**config.mk**
```make
export PLATFORM = sky130hd
export DESIGN_NAME = wdt_mmio
export DESIGN_NICKNAME = d
export VERILOG_FILES = /design/src/rtl/wdt_mmio.sv
export SDC_FILE = /design/constraint.sdc
export NUM_CORES = 1
export LEC_CHECK = 0
export ABC_AREA = 1
export BUFFER_PORTS_ARGS = -buffer_cell sky130_fd_sc_hd__buf_4
export CAP_MARGIN = 20
export CORE_MARGIN = 2
export CORE_UTILIZATION = 25
export DETAILED_ROUTE_END_ITERATION = 16
export GPL_ROUTABILITY_DRIVEN = 0
export PLACE_DENSITY_LB_ADDON = 0.08
export SLEW_MARGIN = 10
export SYNTH_ARGS = -nofsm -noshare
export SYNTH_HDL_FRONTEND = slang
export SYNTH_SLANG_ARGS = --single-unit
```
**constraint.sdc**
```tcl
create_clock -name clk -period 1.7 [get_ports clk]
set_input_delay 0.17 -clock clk [delete_from_list [all_inputs] [get_ports clk]]
set_output_delay 0.17 -clock clk [all_outputs]
set_load 0.02 [all_outputs]
```
**src/rtl/wdt_mmio.sv**
```systemverilog
module wdt_mmio #(
  parameter int DIV_1S = 200_000_000,
  parameter int AW = 4
) (
  input  logic          clk,
  input  logic          rst_n,
  input  logic          bus_wr,
  input  logic [AW-1:0] bus_addr,
  input  logic [31:0]   bus_wdata,
  output logic [31:0]   bus_rdata,
  input  logic [1:0]    tick_sel,
  input  logic          strap_off,
  output logic          rst_req,
  output logic          shut_req
);
  localparam int D0 = (DIV_1S < 1) ? 1 : DIV_1S;
  localparam int D1 = (D0 / 10 < 1) ? 1 : D0 / 10;
  localparam int D2 = (D0 / 100 < 1) ? 1 : D0 / 100;
  localparam int D3 = (D0 / 1000 < 1) ? 1 : D0 / 1000;
  localparam int PW = $clog2(D0 + 1);

  logic          run_q, fired_q, act_q, halted_q;
  logic [15:0]   count_q, cnt_q;
  logic [PW-1:0] presc_q, div_m1;
  logic          wr_ctl, wr_cnt, reload, active, tick, expire;
  logic          unused_bits;

  always_comb begin
    case (tick_sel)
      2'd0:    div_m1 = PW'(D0 - 1);
      2'd1:    div_m1 = PW'(D1 - 1);
      2'd2:    div_m1 = PW'(D2 - 1);
      default: div_m1 = PW'(D3 - 1);
    endcase
  end

  assign wr_ctl = bus_wr && bus_addr == AW'(0);
  assign wr_cnt = bus_wr && bus_addr == AW'(4);
  assign reload = wr_ctl && bus_wdata[7];
  assign active = run_q && !strap_off && !halted_q;
  assign tick   = active && presc_q == div_m1;
  assign expire = tick && cnt_q <= 16'd1 && !reload;
  assign unused_bits = ^{bus_wdata[31:16], bus_wdata[6:3]};

  always_comb begin
    if (bus_addr == AW'(0))
      bus_rdata = {28'd0, strap_off, act_q, fired_q, run_q};
    else if (bus_addr == AW'(4))
      bus_rdata = {16'd0, count_q};
    else
      bus_rdata = 32'd0;
  end

  always_ff @(posedge clk or negedge rst_n) begin
    if (!rst_n) begin
      run_q    <= 1'b0;
      fired_q  <= 1'b0;
      act_q    <= 1'b0;
      halted_q <= 1'b0;
      count_q  <= 16'hFFFF;
      cnt_q    <= 16'hFFFF;
      presc_q  <= '0;
      rst_req  <= 1'b0;
      shut_req <= 1'b0;
    end else begin
      if (wr_ctl) begin
        run_q <= bus_wdata[0];
        act_q <= bus_wdata[2];
      end
      if (wr_cnt) count_q <= bus_wdata[15:0];

      if (reload || !active || tick) presc_q <= '0;
      else presc_q <= presc_q + 1'b1;

      if (reload) cnt_q <= count_q;
      else if (tick && cnt_q != 16'd0) cnt_q <= cnt_q - 1'b1;

      if (reload) halted_q <= 1'b0;
      else if (expire) halted_q <= 1'b1;

      if (expire) fired_q <= 1'b1;
      else if (wr_ctl && bus_wdata[1]) fired_q <= 1'b0;

      rst_req  <= expire && !act_q;
      shut_req <= expire && act_q;
    end
  end
endmodule


```
## Yosys cells after proc, flatten, opt, wreduce, memory -nomap -nowiden

Index checks and enable logic that the tools add are counted.

| storage, ports and cells | value |
|---|---|
| flip-flop bits (word level) | 66 |
| input bits | 42 |
| output and inout port bits | 34 |
| word-level logic and storage cells | 51 |

| operators by class | value |
|---|---|
| add/sub/neg operators | 2 |
| magnitude comparators | 1 |
| equal/unequal tests | 4 |
| mux-type cells | 10 |
| reduce and logical (&&, ||, !) cells | 25 |

Operator list:

| kind | count |
|---|---|
| $pmux 28 s3 | 1 |
| $mux 16 | 4 |
| $add 28x1->28 const B | 1 |
| $eq 28x28->1 | 1 |
| $mux 28 | 1 |
| $le 16x1->1 const B | 1 |
| $reduce_bool 16->1 | 1 |
| $sub 16x1->16 const B | 1 |
| $logic_and 1x1->1 | 12 |
| $reduce_bool 2->1 | 3 |
| $logic_not 1->1 | 5 |
| $eq 4x3->1 const B | 1 |
| $logic_not 4->1 | 1 |
| $mux 1 | 4 |
| $eq 2x1->1 const B | 1 |
| $eq 2x2->1 const B | 1 |
| $logic_not 2->1 | 1 |
| $logic_or 1x1->1 | 2 |

## Logic depth before layout (Yosys ltp)

| logic depth | value |
|---|---|
| depth after elaboration | 8 |
| gate-level depth with buffers | 15 |
| mapped depth without buffers | 14 |

## Worst setup path before layout

OpenSTA, ideal clock, no wires.

| path | value |
|---|---|
| path kind | flip-flop to flip-flop |
| start point | reg cnt_q[0] |
| end point | reg cnt_q[13] |
| arrival | 1.688 ns |
| required time | 1.640 ns |
| slack | -0.048 ns |
| stages on the path, launching flop included | 13 |
| buffers on the path | 1 |
| period minus slack after synthesis | 1.748 ns |
| cells stage by stage | dfstp_2 > inv_1 > ha_1 > nand2_1 > inv_1 > nand2_1 > inv_1 > nand2_1 > nand3_4 > nand2_4 > buf_6 > nand2_1 > nand2_1 |

| between the ends | value |
|---|---|
| cells in the longest elaborated chain, start to end | 3 |
| elaborated cells between the ends (all ways) | 6 |

RTL lines:

| item | line | source |
|---|---|---|
| start, declared | 23 | `logic [15:0] count_q, cnt_q;` |
| start signal, assigned | 75 | `if (reload) cnt_q <= count_q;` |
| start signal, assigned | 76 | `else if (tick && cnt_q != 16'd0) cnt_q <= cnt_q - 1'b1;` |
| $sub 16x1->16 or $reduce_bool 16->1 (tied branches) | 76 |  |
| $mux 16 or $logic_and 1x1->1 (tied branches) | 76 |  |
| $mux 16 or $reduce_bool 2->1 (tied branches) | - |  |

Parallel ways exist; a longest one is shown, timed or not. The select of a mux whose other input is x is not followed.
A chain may end at the register's enable or synchronous reset.

## Worst setup path in the final report

| path | value |
|---|---|
| start point | reg halted_q |
| end point | reg presc_q[6] |

| between the ends | value |
|---|---|
| cells in the longest elaborated chain, start to end | 6 |
| elaborated cells between the ends (all ways) | 7 |

RTL lines:

| item | line | source |
|---|---|---|
| start, declared | 22 | `logic run_q, fired_q, act_q, halted_q;` |
| start signal, assigned | 59 | `halted_q <= 1'b0;` |
| start signal, assigned | 78 | `if (reload) halted_q <= 1'b0;` |
| start signal, assigned | 79 | `else if (expire) halted_q <= 1'b1;` |
| $logic_not 1->1 (*) | 40 | `assign active = run_q && !strap_off && !halted_q;` |
| $logic_and 1x1->1 (*) | 40 |  |
| $logic_not 1->1 | 72 | `if (reload \|\| !active \|\| tick) presc_q <= '0;` |
| $logic_or 1x1->1 | 72 |  |
| $logic_or 1x1->1 (*) | 72 |  |
| $mux 28 (*) | 72 |  |
| end signal, assigned | 73 | `else presc_q <= presc_q + 1'b1;` |
| end, declared | 24 | `logic [PW-1:0] presc_q, div_m1;` |

Every way passes the cells marked *; elsewhere a longest branch is shown, timed or not.

==> results.toml <==
[layout]
drive_gt1_frac = 0.297
nNetsFinal = 790
final_core_utilization = 0.346
diodes = 0
layout.cells.most_common = "nand2_1"
postLayoutCellArea_sq_um = 5950
final_cell_mix = "nand2_1, buf_4, nor2_1, inv_1, nand3_1"
final_cells = 970
area_delta_synth_final_pct = 36.0

[sta]
period_needed_ns = 1.71
finalCritPeriodShare = 1.00
clock.fmax_mhz = 586
rsz0062_at_grt = "true"
setup_viol = 2
fin_ws_ns = -0.00637
hold_viol = 0
fin_skew_ns = 0.0105
finalMaxSlewViolations = 0

[power_and_ir_drop]
irDropWorstVdd_v = 0.000432
p_leak_nw = 2.90
power.density_nw_per_um2 = 904

[floorplanning]
die_h_um = 136
pin_count = 76
num_rows = 48
coreArea_sq_um = 17200
die_width_um = 136
start_util = 0.255
die_area_sq_um = 18600

[worst_setup_path]
crit_path_cell_trace = "nor3_2 > nand2_1 > nor2_2 > nand2_2 > nor2_4 > nand2_2 > nand3_4 > clkbuf_16 > nor2_2"
r2r_cells = 9
crit_family = "simple AND/OR/NAND/NOR gates"
crit_type = "reg -> reg"
crit_fanout = 5
cp-end-kind = "flip-flop"
ff2ff_setup_slack_ns = -0.006
worst_ep_arrival_time_ns = 1.94
required_ns = 1.93
max_stage_delay_ns = 0.39
r2r-end = "presc_q[6]"
critPathBufInv = 1
crit_path_top_delay_cell = "dfrtp_1"
r2r-start = "halted_q"
worstSetupStartpointType = "flip-flop"

[cts]
clkTransAtPathRegs_ns = 0.06
cts_tree = "done"
root_buffer = "clkbuf_16"
clock_latency_ns = 0.35
clk_path_buf_depth = 2
cts_max_level = 3
cts_made_buffers = 9
clock-sinks = 66

[drt]
viasPerCell = 4.33
wire_per_inst_um = 13.3
ant_nets = 0
vias = 4198
drt_iter0_drc = 266
finalWirelength_um = 12900
post-route-drc-count = 0
dr.pass1.iters = 4

[logic_synthesis]
ys_types = 34
syn_area_sq_um = 4380
ys_seq_area_frac = 0.387
synthCells = 630
syn_area_per_cell_sq_um = 6.95
ys_warn_count = 0
synth_seq_cells = 66

[global_routing]
grt_pass1_vias = 3979
grt_max_degree = 43
grt_overflow = 0
grt_pass1_wl_um = 20700
antenna_found_initial = 0
groute.usage.overall = 0.146

[run_status]
violations = "negative setup slack"
run_status = "finished, violations left"

[job]
cap_viol_max_count = 0

[hold_path]
hold_class = "in -> reg"
hold_start = "bus_wdata[0]"
min_to = "run_q"
holdPathStages = 3

[placement]
placed_area_sq_um = 5360
place_ws_ns = -0.167
dpl.cell_count = 947
io_buffer_count = 43
hpwl_um = 9730
-- area by class of cell --
class,count,area (sq um)
Clock buffer,10,250
Clock inverter,6,70.1
Fill cell,1914,11200
Inverter,82,308
Multi-Input combinational cell,469,2410
Sequential cell,66,1700
Tap cell,225,282
Timing Repair Buffer,112,931
-- worst max path at each step --
stage                      from           to  slack [ns]  cells after the start
floorplan              cnt_q[0]    cnt_q[13]        0.04                     12
finish                 halted_q   presc_q[6]      -0.006                      9
global route         presc_q[0]     cnt_q[8]        -0.1                     11
CTS                  presc_q[0]  presc_q[14]       0.001                     11
global placement    tick_sel[0]  presc_q[26]       -0.14                     12
detailed placement  tick_sel[1]   presc_q[7]       -0.17                     13
-- power by group --
part	internal (mW)	switching [mW]	leakage, nW
Combinational	0.543	0.763	1.94
Clock	1.24	0.800	0.159
Sequential	1.89	0.149	0.799
Total	3.67	1.71	2.90
-- through the flow --
step / power [mW] / TNS (ns) / hold WS, ns
CTS: 5.38 / 0 / 0.0391
global route: 5.73 / -3.07 / 0.0605
floorplan: 2.83 / 0 / -0.126
finish: 5.38 / -0.0112 / 0.0532
global placement: 3.29 / -5.43 / 0.122
detailed placement: 3.30 / -6.95 / 0.126
-- cell usage after synthesis --
master,instances,area (sq um)
ha_1,8,100
nor2_4,3,33.8
a32o_1,1,10.0
buf_2,2,10.0
nor2_2,3,18.8
nand3_4,2,35.0
o21ai_0,23,115
dfstp_2,32,841
inv_2,5,18.8
nor2_1,108,405
clkinv_1,1,3.75
buf_6,1,11.3
inv_1,76,285
nand4_1,6,37.5
o2111a_1,1,11.3
o21ai_1,3,15.0
xnor2_1,7,61.3
nand2_1,170,638
nor3b_1,1,7.51
buf_4,20,150
o22ai_1,3,18.8
nand3_2,1,10.0
nand3_1,53,265
dfrtp_1,34,851
a21oi_1,16,80.1
nand3b_1,2,15.0
nand2_2,4,25.0
nand2_4,1,11.3
a31oi_1,2,12.5
conb_1,1,3.75
xor2_1,19,166
clkbuf_1,5,18.8
nor3_2,2,20.0
nor3_1,14,70.1
-- layer usage --
| metal | share of wire | global-route usage | up-vias |
|---|---|---|---|
| met4 | 0.017 | 0.0579 | 0 |
| met1 | 0.52 | 0.214 | 1931 |
| met5 | 0 | 0 | - |
| met2 | 0.43 | 0.212 | 98 |
| li1 | - | - | 2157 |
| met3 | 0.037 | 0.0220 | 12 |
-- cell families after synthesis --
kind of cell	count (synthesis)	synth area share
AOI/OAI and AO/OA	49	0.0600
xor gates and xnor gates	26	0.0520
adders and majority gates	8	0.0229
buffers and inverters	110	0.114
DFF	66	0.387
other	1	0.000857
and+or+nand+nor	370	0.364
-- tightest hold or removal path, stage by stage --
cell and delay [ns]:
buf_4 0.09, nand2_1 0.04, o21ai_0 0.06
-- registers in the layout, summed over array words and instances, names as in the netlist --
signal and count:
presc_q 28, cnt_q 16, rst_req 1, run_q 1, count_q 16, fired_q 1, shut_req 1, halted_q 1
act_q 1
-- repair_timing --
action / 4_1_cts / 5_1_grt
gates cloned: 0 / 3
pin swaps: 0 / 8
gates resized for setup: 8 / 40
setup buffers: 0 / 3
hold buffers: 1 / 0
endpoints found under the setup margin: 6 / 48
hold endpoints to repair: 6 / 0
(Power assumes the default switching activity.)
